$ cat src/rtl/pll_stage_pkg.sv
package pll_stage_pkg;
  typedef struct packed {
    logic loadN;
    logic loadM;
    logic loadCtl;
    logic commit;
  } stageStrobes_t;
endpackage

$ cat src/rtl/pll_stage_ctrl.sv
module pll_stage_ctrl
  import pll_stage_pkg::*;
#(
  parameter int ADDR_W   = 4,
  parameter int CTL_ADDR = 2,
  parameter int N_ADDR   = 3,
  parameter int M_ADDR   = 4
) (
  input  logic              clk,
  input  logic              rstN,
  input  logic              wrEn,
  input  logic [ADDR_W-1:0] wrAddr,
  output stageStrobes_t     strobes,
  output logic              armed
);
  localparam logic [ADDR_W-1:0] N_SEL   = ADDR_W'(N_ADDR);
  localparam logic [ADDR_W-1:0] M_SEL   = ADDR_W'(M_ADDR);
  localparam logic [ADDR_W-1:0] CTL_SEL = ADDR_W'(CTL_ADDR);

  logic armedQ;
  logic hitN, hitM, hitCtl;

  assign hitN   = wrEn && (wrAddr == N_SEL);
  assign hitM   = wrEn && (wrAddr == M_SEL);
  assign hitCtl = wrEn && (wrAddr == CTL_SEL);

  // Any bus write ends the staging window; only an input-code write opens it.
  always_ff @(posedge clk or negedge rstN) begin
    if (!rstN)     armedQ <= 1'b0;
    else if (wrEn) armedQ <= hitN;
  end

  always_comb begin
    strobes.loadN   = hitN;
    strobes.loadM   = hitM;
    strobes.loadCtl = hitCtl;
    strobes.commit  = hitM && armedQ;
  end

  assign armed = armedQ;
endmodule

$ cat src/rtl/pll_stage_dp.sv
module pll_stage_dp
  import pll_stage_pkg::*;
#(
  parameter int ADDR_W   = 4,
  parameter int CODE_W   = 8,
  parameter int CTL_ADDR = 2,
  parameter int N_ADDR   = 3,
  parameter int M_ADDR   = 4,
  parameter int POST_BIT = 0,
  parameter int POST_LO  = 5,
  parameter int POST_HI  = 10,
  parameter int POST_W   = 4
) (
  input  logic              clk,
  input  logic              rstN,
  input  stageStrobes_t     strobes,
  input  logic [CODE_W-1:0] wrData,
  input  logic [ADDR_W-1:0] rdAddr,
  output logic [CODE_W-1:0] rdData,
  output logic [CODE_W:0]   nRatio,
  output logic [CODE_W:0]   mRatio,
  output logic [POST_W-1:0] postDiv,
  output logic              retune
);
  localparam int RATIO_W = CODE_W + 1;
  localparam logic [ADDR_W-1:0] N_SEL   = ADDR_W'(N_ADDR);
  localparam logic [ADDR_W-1:0] M_SEL   = ADDR_W'(M_ADDR);
  localparam logic [ADDR_W-1:0] CTL_SEL = ADDR_W'(CTL_ADDR);

  logic [CODE_W-1:0] nStaged, mWritten, ctlReg;
  logic [CODE_W-1:0] nActive, mActive;
  logic              retuneQ;

  always_ff @(posedge clk or negedge rstN) begin
    if (!rstN) begin
      nStaged  <= '0;
      mWritten <= '0;
      ctlReg   <= '0;
    end else begin
      if (strobes.loadN)   nStaged  <= wrData;
      if (strobes.loadM)   mWritten <= wrData;
      if (strobes.loadCtl) ctlReg   <= wrData;
    end
  end

  // Both active codes move on the same edge, so the loop never sees a half pair.
  always_ff @(posedge clk or negedge rstN) begin
    if (!rstN) begin
      nActive <= '0;
      mActive <= '0;
      retuneQ <= 1'b0;
    end else begin
      retuneQ <= strobes.commit;
      if (strobes.commit) begin
        nActive <= nStaged;
        mActive <= wrData;
      end
    end
  end

  assign nRatio  = RATIO_W'(nActive) + RATIO_W'(1);
  assign mRatio  = RATIO_W'(mActive) + RATIO_W'(1);
  assign postDiv = ctlReg[POST_BIT] ? POST_W'(POST_HI) : POST_W'(POST_LO);
  assign retune  = retuneQ;

  always_comb begin
    unique case (rdAddr)
      CTL_SEL: rdData = ctlReg;
      N_SEL:   rdData = nStaged;
      M_SEL:   rdData = mWritten;
      default: rdData = '0;
    endcase
  end
endmodule

$ cat src/rtl/pll_stage_top.sv
module pll_stage_top
  import pll_stage_pkg::*;
#(
  parameter int ADDR_W = 4,
  parameter int CODE_W = 8,
  parameter int POST_W = 4
) (
  input  logic              clk,
  input  logic              rstN,
  input  logic              wrEn,
  input  logic [ADDR_W-1:0] wrAddr,
  input  logic [CODE_W-1:0] wrData,
  input  logic [ADDR_W-1:0] rdAddr,
  output logic [CODE_W-1:0] rdData,
  output logic [CODE_W:0]   nRatio,
  output logic [CODE_W:0]   mRatio,
  output logic [POST_W-1:0] postDiv,
  output logic              retune
);
  stageStrobes_t strobes;
  logic          armed;

  pll_stage_ctrl #(.ADDR_W(ADDR_W)) i_ctrl (
    .clk(clk), .rstN(rstN), .wrEn(wrEn), .wrAddr(wrAddr),
    .strobes(strobes), .armed(armed)
  );

  pll_stage_dp #(.ADDR_W(ADDR_W), .CODE_W(CODE_W), .POST_W(POST_W)) i_dp (
    .clk(clk), .rstN(rstN), .strobes(strobes), .wrData(wrData),
    .rdAddr(rdAddr), .rdData(rdData), .nRatio(nRatio), .mRatio(mRatio),
    .postDiv(postDiv), .retune(retune)
  );
endmodule

$ cat config.mk
export PLATFORM = sky130hd
export DESIGN_NAME = pll_stage_top
export DESIGN_NICKNAME = d
export VERILOG_FILES = /design/src/rtl/pll_stage_pkg.sv /design/src/rtl/pll_stage_ctrl.sv /design/src/rtl/pll_stage_dp.sv /design/src/rtl/pll_stage_top.sv
export SDC_FILE = /design/constraint.sdc
export NUM_CORES = 1
export LEC_CHECK = 0
export ABC_AREA = 1
export BUFFER_PORTS_ARGS = -buffer_cell sky130_fd_sc_hd__buf_2
export CAP_MARGIN = 20
export CORE_ASPECT_RATIO = 0.9
export CORE_MARGIN = 10
export CORE_UTILIZATION = 35
export DETAILED_ROUTE_END_ITERATION = 6
export HOLD_SLACK_MARGIN = 0.12
export PLACE_DENSITY = 0.59
export SLEW_MARGIN = 0
export SYNTH_ARGS = -nofsm -noshare
export SYNTH_HDL_FRONTEND = slang
export SYNTH_SLANG_ARGS = --single-unit
$ cat constraint.sdc
create_clock -name clk -period 1 [get_ports clk]
set_input_delay 0.05 -clock clk [delete_from_list [all_inputs] [get_ports clk]]
set_output_delay 0.05 -clock clk [all_outputs]
set_load 0.02 [all_outputs]
[Yosys cells after proc, flatten, opt, wreduce, memory -nomap -nowiden]
Index checks and enable logic that the tools add are counted.
Operators by class
  reductions and logical operators: 4
  multiplexer cells: 2
  eq/ne operators: 6
  $add $sub $neg: 2
Operator list (count)
  8-bit case mux with 3 select lines: 1
  8-bit by 1-bit adder with 9-bit output, second input constant: 2
  4-bit by 2-bit == test with 1-bit output, second input constant: 4
  4-bit by 3-bit == test with 1-bit output, second input constant: 2
  1-bit logical AND: 4
  4-bit two-way mux: 1
Storage, ports and cells
  bits in registers: 42
  word-level logic and storage cells: 21
  bits of input ports: 19
  output and inout bits: 31

[Longest topological paths before layout]
  depth after elaboration: 3
  gate-level depth with buffers: 6
  depth with buffers taken out: 6

[Modules after synthesis]
A second synthesis with hierarchy kept.
Unflattened totals
  cells, all modules: 240
  area, all modules: 2169.6 µm²
Modules (own cells, without submodules)
  pll_stage_dp: sequential area each 1026.0 µm², times used 1, cells an instance 220, area an instance 2030.7 µm²
  pll_stage_ctrl: sequential area each 25.0 µm², times used 1, cells an instance 20, area an instance 138.9 µm²

[Least setup slack after synthesis]
Ideal clock, no wire load.
  path kind: reg-to-output
  start: register i_dp.nActive[0]
  end: output nRatio[8]
  path slack: -359 ps
  buffers on the path: 0
  stages on the path, launching flop included: 4
  arrival time: 1309 ps
  data required time: 950 ps
  path through: dfrtp_1 ha_1 nand3_1 nor4_1
Between the ends
  cells in the longest elaborated chain, start to end: 1
Ends and longest elaborated chain
  start, declared: RTL line pll_stage_dp.sv:31  | logic [CODE_W-1:0] nActive, mActive;
  start signal, assigned: RTL line pll_stage_dp.sv:55  | nActive <= nStaged;
  8-bit by 1-bit adder with 9-bit output: RTL line pll_stage_dp.sv:61  | assign nRatio = RATIO_W'(nActive) + RATIO_W'(1);
  end, declared: RTL line pll_stage_top.sv:15  | output logic [CODE_W:0] nRatio,
Every way passes these cells.

[Final worst setup path]
  start: register i_dp.nActive[0]
  end: output nRatio[2]
Same word-level chain as after synthesis.

==> reports/results.tsv <==
stage	metric	value	unit
pwr	power.static_leakage	1.82	nW
cts	worstSkewPairLatency	0.30	ns
timing	timing_worst_slew_pin_value	0.371	ns
run	count_of_maximum_capacitance_violations	0	
route	drc	0	
cts	clk_path_buf_depth	2	
critical_path	arrival_time_of_data_at_the_critical_path_endpoint	1.43	ns
timing	grt_setup_unrepaired	true	
cells_and_area	regArea	1060	sq um
timing	timing.clock.skew	0.00803	ns
global_routing	grt_first_pass_wirelength	10300	um
critical_path	worst-path-max-fanout	2	
critical_path	setup.worst_path.end_class	output port	
route	routed_wl	6210	um
floorplanning	ios	50	
timing	postLayoutSetupSlackWorst	-0.485	ns
cts	cts.sink_count	42	
cells_and_area	multi_input_gate_area_in_the_final_layout	1250	sq um
synthesis	synth.distinct_cells	22	
synthesis	synthTopCellsByArea	sky130_fd_sc_hd__dfrtp_1, sky130_fd_sc_hd__nand2_1, sky130_fd_sc_hd__nand3_1	
timing	slew-limit-headroom	75.3	%
synthesis	yosys.area.top_type_share	47.1	%
synthesis	postSynthRegisterBits	42	
timing	clock.fmax	0.674	GHz
route	ant_nets	0	
cts	clk_pin_slew_worst_paths	0.09	ns
floorplanning	die-height	95.7	um
floorplanning	die_width	104	um
global_routing	number_of_antenna_violations_at_the_first_check_in_global_routing	0	
route	vias	2178	
synthesis	post_syn_area_per_cell	8.48	sq um
run_status	run_status	finished, violations left	
timing	slew_violations	0	
timing	setup_violations	28	
cells_and_area	layout-area-overhead-vs-synth	61.2	%
timing	min_clock_period_post_route	1.48	ns
global_routing	largest_net_degree_at_the_start_of_global_routing	43	
cells_and_area	fin_area	3600	sq um
critical_path	setup.worst_path.class	register to output port	
floorplanning	placementRows	27	
timing	setup_total_negative_slack	-6.82	ns
synthesis	netlist_area	2230	sq um
floorplanning	placeableCoreArea	6150	sq um
route	dr.pass1.iters	4	
synthesis	syn-num-nets	284	
global_routing	grt_overflow	0	
cells_and_area	leading_cell_type_in_the_layout_fill_and_taps_excluded	sky130_fd_sc_hd__nand2_1	
global_routing	first_global_vias	2101	
pwr	finalPower	4.91	mW
cells_and_area	layout.cells.most_common_list	sky130_fd_sc_hd__nand2_1, sky130_fd_sc_hd__buf_4, sky130_fd_sc_hd__dfrtp_1	
cells_and_area	diodes	0	
run_status	failed_checks	negative setup slack	
timing	holdWs	0.148	ns
placement	globalplace.congestion	0.830	
cts	root_buffer	sky130_fd_sc_hd__clkbuf_8	
cells_and_area	drive_above_1_share	46.0	%
hold_path	min_path_type	input port to register	
placement	pre_cts_ws	-0.190	ns
route	detail_route.vias_per_cell	4.82	
cts	tritoncts	done	
cells_and_area	nFillCells	568	
critical_path	crit_path_start_kind	register	
synthesis	synth_seq_area_share	47.1	%
placement	placement.io_buffers	49	
synthesis	yosysWarningCount	0	
cts	number_of_buffers_inserted_during_clock_tree_synthesis	5	
route	dr.first_iter.drc_count	146	
cells_and_area	num-nets-final	385	
global_routing	globalRouteTotalUtil	12.5	%
floorplanning	initial_core_util	36.3	%
route	wire_per_inst	13.7	um
timing	timing.final.hold_violations	0	
placement	placedInstanceArea	2870	sq um
timing	final_min_period_over_clock_period	148	%
synthesis	post-synth-top-area-cell	sky130_fd_sc_hd__dfrtp_1	
floorplanning	design.die.area	9970	sq um
pwr	pwr_density_cell	1360	nW/um^2
synthesis	postSynthCellCount	263	
placement	detailed_place_hpwl	4310	um
cts	h_tree_levels	2	
pwr	ir_worst_vdd	641	uV
critical_path	cp.required	0.95	ns
worst paths after layout:
check / from / endpoint / slack [ns] / cells after the start
hold reg to reg: i_dp.ctlReg[4] / i_dp.ctlReg[4] / 0.49 / 2
hold / removal: wrAddr[1] / i_dp.retune / 0.15 / 4
setup reg to reg: i_ctrl.armed / i_dp.mActive[0] / 0.04 / 3
min in group asynchronous: rstN / i_dp.mWritten[4] / 0.24 / 3
max in group asynchronous: rstN / i_ctrl.armed / 0.54 / 3
setup / recovery: i_dp.nActive[0] / nRatio[2] / -0.48 / 5
layout make-up:
class	count	area share (%)
repair buffers	107	26.7
multi-input cells	186	34.8
flip-flops and latches	42	29.4
well taps	87	3.03
clock inverters	3	1.91
clock buffers	5	1.91
inverters	22	2.30
kinds of logic (layout without fill, tap and decap cells):
family	after synthesis	count (layout)	synth area share (%)
adder cells (fa/ha/maj)	2	2	1.12
buffers and inverters	36	137	8.52
AO/OA/AOI/OAI	24	24	7.07
AND/OR/NAND/NOR	151	152	33.0
flip-flops	42	42	47.1
XOR/XNOR	8	8	3.14
timing repair:
action | 4_1_cts | 5_1_grt
setup endpoints to repair | 28 | 46
resized for setup | 61 | 29
buffers inserted | 16 | 8
hold buffers | 10 | 0
pin swaps | 22 | 12
cloned | 0 | 1
endpoints found under the hold margin | 73 | 0
metrics by stage:
stage	instances	util, %
finish	452	58.5
global route	452	58.5
CTS	444	55.8
detailed placement	410	46.7
global placement	410	46.7
floorplan	263	-
layer usage:
layer | vias up | track usage, % | part of all wire (%)
li1 | 1066 | - | -
met4 | 0 | 4.86 | 1.7
met3 | 9 | 2.87 | 5.4
met5 | - | 0 | 0
met1 | 1048 | 15.7 | 44
met2 | 55 | 20.8 | 49
synth_stat cells:
library cell and n:
sky130_fd_sc_hd__nor2_1 5, sky130_fd_sc_hd__nand3_1 38, sky130_fd_sc_hd__nand3_2 2, sky130_fd_sc_hd__nor2_4 3, sky130_fd_sc_hd__nand4_2 1, sky130_fd_sc_hd__buf_6 4
sky130_fd_sc_hd__buf_4 5, sky130_fd_sc_hd__nand2_1 77, sky130_fd_sc_hd__dfrtp_1 42, sky130_fd_sc_hd__o21ai_1 14, sky130_fd_sc_hd__inv_2 2, sky130_fd_sc_hd__xnor2_1 2
sky130_fd_sc_hd__nor4_1 2, sky130_fd_sc_hd__inv_1 20, sky130_fd_sc_hd__nand3b_4 1, sky130_fd_sc_hd__nand4_1 16, sky130_fd_sc_hd__buf_2 5, sky130_fd_sc_hd__nor2_2 4
sky130_fd_sc_hd__xor2_1 6, sky130_fd_sc_hd__o21ai_2 10, sky130_fd_sc_hd__ha_1 2, sky130_fd_sc_hd__nand3b_1 2
power breakdown:
group          total, mW  leakage [nW]  internal, mW  switching [mW]
Combinational       1.18          1.21         0.615           0.567
Clock               1.63        0.0683          1.00           0.629
Sequential          2.09         0.545          1.93           0.168
state kept, by name (all words and copies together) (netlist names):
name	count
i_ctrl.armed	1
i_dp.ctlReg	8
i_dp.mActive	8
i_dp.mWritten	8
i_dp.nActive	8
i_dp.nStaged	8
i_dp.retune	1
critical path: stages (launching register included):
cell and delay, ns:
sky130_fd_sc_hd__dfrtp_1 0.43, sky130_fd_sc_hd__ha_4 0.18, sky130_fd_sc_hd__buf_4 0.13, sky130_fd_sc_hd__buf_6 0.11, sky130_fd_sc_hd__xor2_2 0.16, sky130_fd_sc_hd__buf_6 0.13
Note: power is estimated with default switching activity, not from simulation.
